==> config.mk <==
export PLATFORM = sky130hd
export DESIGN_NAME = dest_mask_gen
export DESIGN_NICKNAME = d
export VERILOG_FILES = /design/src/rtl/dest_mask_gen.sv
export SDC_FILE = /design/constraint.sdc
export NUM_CORES = 1
export LEC_CHECK = 0
export ABC_CLOCK_PERIOD_IN_PS = 1910
export BUFFER_PORTS_ARGS = -buffer_cell sky130_fd_sc_hd__buf_2
export CAP_MARGIN = 0
export CORE_AREA = 2 2 282 284
export CTS_CLUSTER_DIAMETER = 100
export CTS_CLUSTER_SIZE = 8
export DETAILED_ROUTE_END_ITERATION = 10
export DIE_AREA = 0 0 284 286
export GPL_TIMING_DRIVEN = 0
export PLACE_DENSITY = 0.3
export SLEW_MARGIN = 20
export SYNTH_ARGS = -nofsm -noshare
export SYNTH_HDL_FRONTEND = slang
export SYNTH_SLANG_ARGS = --single-unit
==> constraint.sdc <==
create_clock -name clk -period 1.91 [get_ports clk]
set_input_delay 0.191 -clock clk [delete_from_list [all_inputs] [get_ports clk]]
set_output_delay 0.191 -clock clk [all_outputs]
set_load 0.02 [all_outputs]
==> src/rtl/dest_mask_gen.sv <==
module dest_mask_gen #(
  parameter int N = 8,
  localparam int IDXW = (N > 1) ? $clog2(N) : 1
) (
  input  logic            clk,
  input  logic            rst_n,
  input  logic            req_valid,
  input  logic [31:0]     dest_id,
  input  logic            dest_logical,
  input  logic [1:0]      shorthand,
  input  logic            lowest_pri,
  input  logic [IDXW-1:0] sender_idx,
  input  logic [N-1:0]    core_present,
  input  logic [N-1:0]    core_ext,
  input  logic [N-1:0]    core_cluster,
  input  logic [8*N-1:0]  core_id,
  input  logic [32*N-1:0] core_xid,
  input  logic [8*N-1:0]  core_ldr,
  input  logic [32*N-1:0] core_xldr,
  output logic            mask_valid,
  output logic [N-1:0]    target_mask
);

  logic all_ones, low_ff;
  logic [N-1:0] sel, raw, pick;

  assign all_ones = (dest_id == 32'hFFFF_FFFF);
  assign low_ff   = (dest_id == 32'h0000_00FF);

  for (genvar i = 0; i < N; i++) begin : g_core
    logic [7:0]  id8, ldr;
    logic [31:0] xid, xldr;
    logic phys_hit, log_hit, cl_hit, flat_hit, xl_hit;

    assign id8  = core_id[8*i +: 8];
    assign ldr  = core_ldr[8*i +: 8];
    assign xid  = core_xid[32*i +: 32];
    assign xldr = core_xldr[32*i +: 32];

    assign phys_hit = all_ones
                    | (core_ext[i] ? (xid == dest_id)
                                   : ((id8 == dest_id[7:0]) | low_ff));

    assign flat_hit = |(dest_id[7:0] & ldr);
    assign cl_hit   = ((dest_id[7:4] == 4'hF) | (dest_id[7:4] == ldr[7:4]))
                    & (|(dest_id[3:0] & ldr[3:0]));
    assign xl_hit   = all_ones
                    | ((dest_id[31:16] == xldr[31:16]) & (|(dest_id[15:0] & xldr[15:0])));

    assign log_hit  = core_ext[i] ? xl_hit : (core_cluster[i] ? cl_hit : flat_hit);

    always_comb begin
      unique case (shorthand)
        2'd0: sel[i] = dest_logical ? log_hit : phys_hit;
        2'd1: sel[i] = (sender_idx == IDXW'(i));
        2'd2: sel[i] = 1'b1;
        default: sel[i] = (sender_idx != IDXW'(i));
      endcase
    end
  end

  assign raw  = sel & core_present;
  assign pick = lowest_pri ? (raw & (~raw + N'(1))) : raw;

  always_ff @(posedge clk or negedge rst_n) begin
    if (!rst_n) begin
      mask_valid  <= 1'b0;
      target_mask <= '0;
    end else begin
      mask_valid <= req_valid;
      if (req_valid) target_mask <= pick;
    end
  end

endmodule


==> impl_metrics.toml <==
[power_and_ir_drop]
p_total_mw = 4.26
powerDensity_mw_per_mm2 = 280
irDropWorstVdd_mv = 0.174
p_leak_nw = 6.49

[global_routing]
grt_max_degree = 11
grt_usage_pct = 18.6
grt_pass1_wl_mm = 105
antenna_found_initial = 14
grt_pass1_vias = 12556
overflow = 0

[timing]
period_needed_ps = 2370
worst_pin_slew_ps = 624
layout_setup_ws_ps = -461
setup_violations = 8
slew_viol_final = 0
finClkSkew_ps = 0
fmax_mhz = 422
rsz0062_at_grt = "yes"
slew_headroom_pct = 58.1
timing.hold.ws_ps = 159
fin_crit_sh_pct = 124
hold_violations = 0

[detailed_routing]
via_per_inst = 4.00
drc = 0
ant_nets = 0
wire_per_inst_um = 28.3
drt_iter0_markers = 452
drtPass1Iterations = 5
vias = 11254
totalWireLength_mm = 79.6

[clocking]
cts.sinks = 9
path_clk_slew_ps = 40
cts_tree = "done"
cts_buffer_depth = 2
cts_buffers = 3
clk_latency_ps = 240
cts_max_level = 1
clock-root-buffer = "clkbuf_16"

[status]
violations = "setup timing"
status = "finished with violations"

[worst_setup_path]
path_max_fanout = 5
cp.required_ps = 2030
crit_path_top_delay_cell = "or4_4"
path_cells = "buf_12, or4_4, or4_4, nor2_4, buf_12, a21oi_1, o21ai_1, o211a_1, o41ai_2, o21a_1"
critPathLaunchType = "primary input"
crit_type = "in -> reg"
critPathArrivalTime_ps = 2490
crit_path_end_kind = "flop"
cpPeakStageDelay_ps = 570

[finish]
layout-drive-gt1-share_pct = 54.6
multi_input_area_mm2 = 0.00786
final.fill_count = 9038
syn_to_final_growth_pct = 95.5
fin_util_pct = 19.4
layout.nets = 2499
final_area_mm2 = 0.0152
regArea_um2 = 225

[run]
drv_cap = 0

[logic_synthesis]
synth_largest_area_cell = "xnor2_1"
synth_ff_type = "dfrtp_1"
syn_area_per_cell_um2 = 7.99
ys_seq_elements = 9
synthesis.instances = 974
netlist_area_mm2 = 0.00778
postSynthNetCount = 1712
ys.warnings.count = 0
synth-seq-area-share_pct = 2.89
synth_edf_count = 0
synthTopCellsByArea = "xnor2_1, xor2_1, nand4_1, nor4_1, ha_1"
synth_top_area_share_pct = 37.2
synthArstFlopShare_pct = 100
synth_cell_types = 56

[place]
dp_hpwl_mm = 66.7
place_congestion = 0.980
io_buffers = 683
post_dp_cell_area_mm2 = 0.0127

[floorplan]
die_h_um = 286
fp.dieW_um = 284
rows = 103
core_mm2 = 0.0784
dieArea_mm2 = 0.0812
boundaryPins = 715
start_util_pct = 9.93

[worst_hold_path]
worstHoldPathType = "in -> reg"
[metal layers]
metal | routed length, um | track usage [%] | up-vias
met3 | 4590 | 2.92 | 83
li1 | - | - | 5155
met2 | 40700 | 35.3 | 593
met5 | 80 | 0 | -
met4 | 2300 | 4.26 | 12
met1 | 31900 | 21.8 | 5411
[final timing paths]
check / from / to / slack [ps] / cells after the start
min in group asynchronous: rst_n / target_mask[4]$_DFFE_PN0P_ / 370 / 2
setup / recovery: dest_id[11] / target_mask[7]$_DFFE_PN0P_ / -460 / 10
hold reg to reg: target_mask[6]$_DFFE_PN0P_ / target_mask[6]$_DFFE_PN0P_ / 510 / 1
setup reg to reg: target_mask[7]$_DFFE_PN0P_ / target_mask[7]$_DFFE_PN0P_ / 1110 / 2
hold / removal: req_valid / mask_valid$_DFF_PN0_ / 160 / 1
max in group asynchronous: rst_n / target_mask[7]$_DFFE_PN0P_ / 1340 / 2
[flip-flops by register name, indices dropped and copies added (netlist names)]
signal       cells
mask_valid       1
target_mask      8
[repair_timing]
action | in CTS | in global routing
hold endpoints to repair | 9 | 0
resized for setup | 321 | 33
endpoints found under the setup margin | 8 | 8
buffers inserted | 78 | 16
pin swaps | 58 | 23
hold buffers | 1 | 0
gates cloned | 0 | 0
[Yosys cell counts, drive strengths merged, types with 3 or more instances]
cell type    n
xor2       124
a21oi        7
or4         14
o21ai       18
clkbuf       9
a22o        16
a21boi       3
xnor2      330
buf         72
o22ai        3
nor4        68
o211a        3
nand3       26
a22oi       48
o31a         3
a31o         3
nor2        16
inv          7
nand4       95
dfrtp        9
o211ai       5
a221oi      16
nor3b        4
nand2b       3
a32oi        8
nor3         5
ha          32
[logic make-up after synthesis]
group	synth area share, %
compound gates	14.8
xor+xnor	51.1
fa+ha+maj	5.15
buf+inv	6.40
flops	2.89
mux	0.547
simple gates	19.1
[layout by cell type (no fill, tap or decap), drive strengths merged, types with 3 or more instances in the layout]
cell and count:
buf 854, xnor2 330, xor2 124, nand4 95, nor4 68, a22oi 48, ha 32, nand3 26
o21ai 18, a22o 16, nor2 16, a221oi 16, or4 14, clkbuf 11, dfrtp 9, a32oi 8
a21oi 7, inv 6, nor3 5, o211ai 5, diode 4, nor3b 4, nand2b 3, o211a 3
a31o 3, o22ai 3, o31a 3, a21boi 3
[stage by stage]
stage,TNS [ps],std cells,setup WS [ps]
floorplan,-2590,974,-436
global placement,-19620,2707,-3010
detailed placement,-14690,2711,-2470
CTS,-3640,2794,-510
global route,-3900,2810,-550
finish,-3290,2814,-461
[worst max-delay path: cells and delay by family]
family / cells / cell delay, ps
buffers and inverters: 2 / 270
AO/OA/AOI/OAI: 5 / 690
AND/OR/NAND/NOR: 3 / 1330
[report_power, final]
part           switching (mW)  leakage (nW)  internal (mW)  total, mW
sequential             0.0100         0.116          0.211      0.221
clock                   0.103        0.0409          0.277      0.380
combinational            1.87          6.33           1.79       3.66
total                    1.98          6.49           2.28       4.26
[layout make-up]
cell class | count | area share [%]
clock buffer | 3 | 0.494
tap | 1050 | 8.64
multi-input combinational | 877 | 51.7
buffer | 81 | 8.53
inverter | 7 | 0.197
clock inverter | 1 | 0.0329
antenna | 4 | 0.0658
timing repair buffer | 782 | 28.9
sequential | 9 | 1.48
No activity file was read; power rests on OpenSTA's default activity.
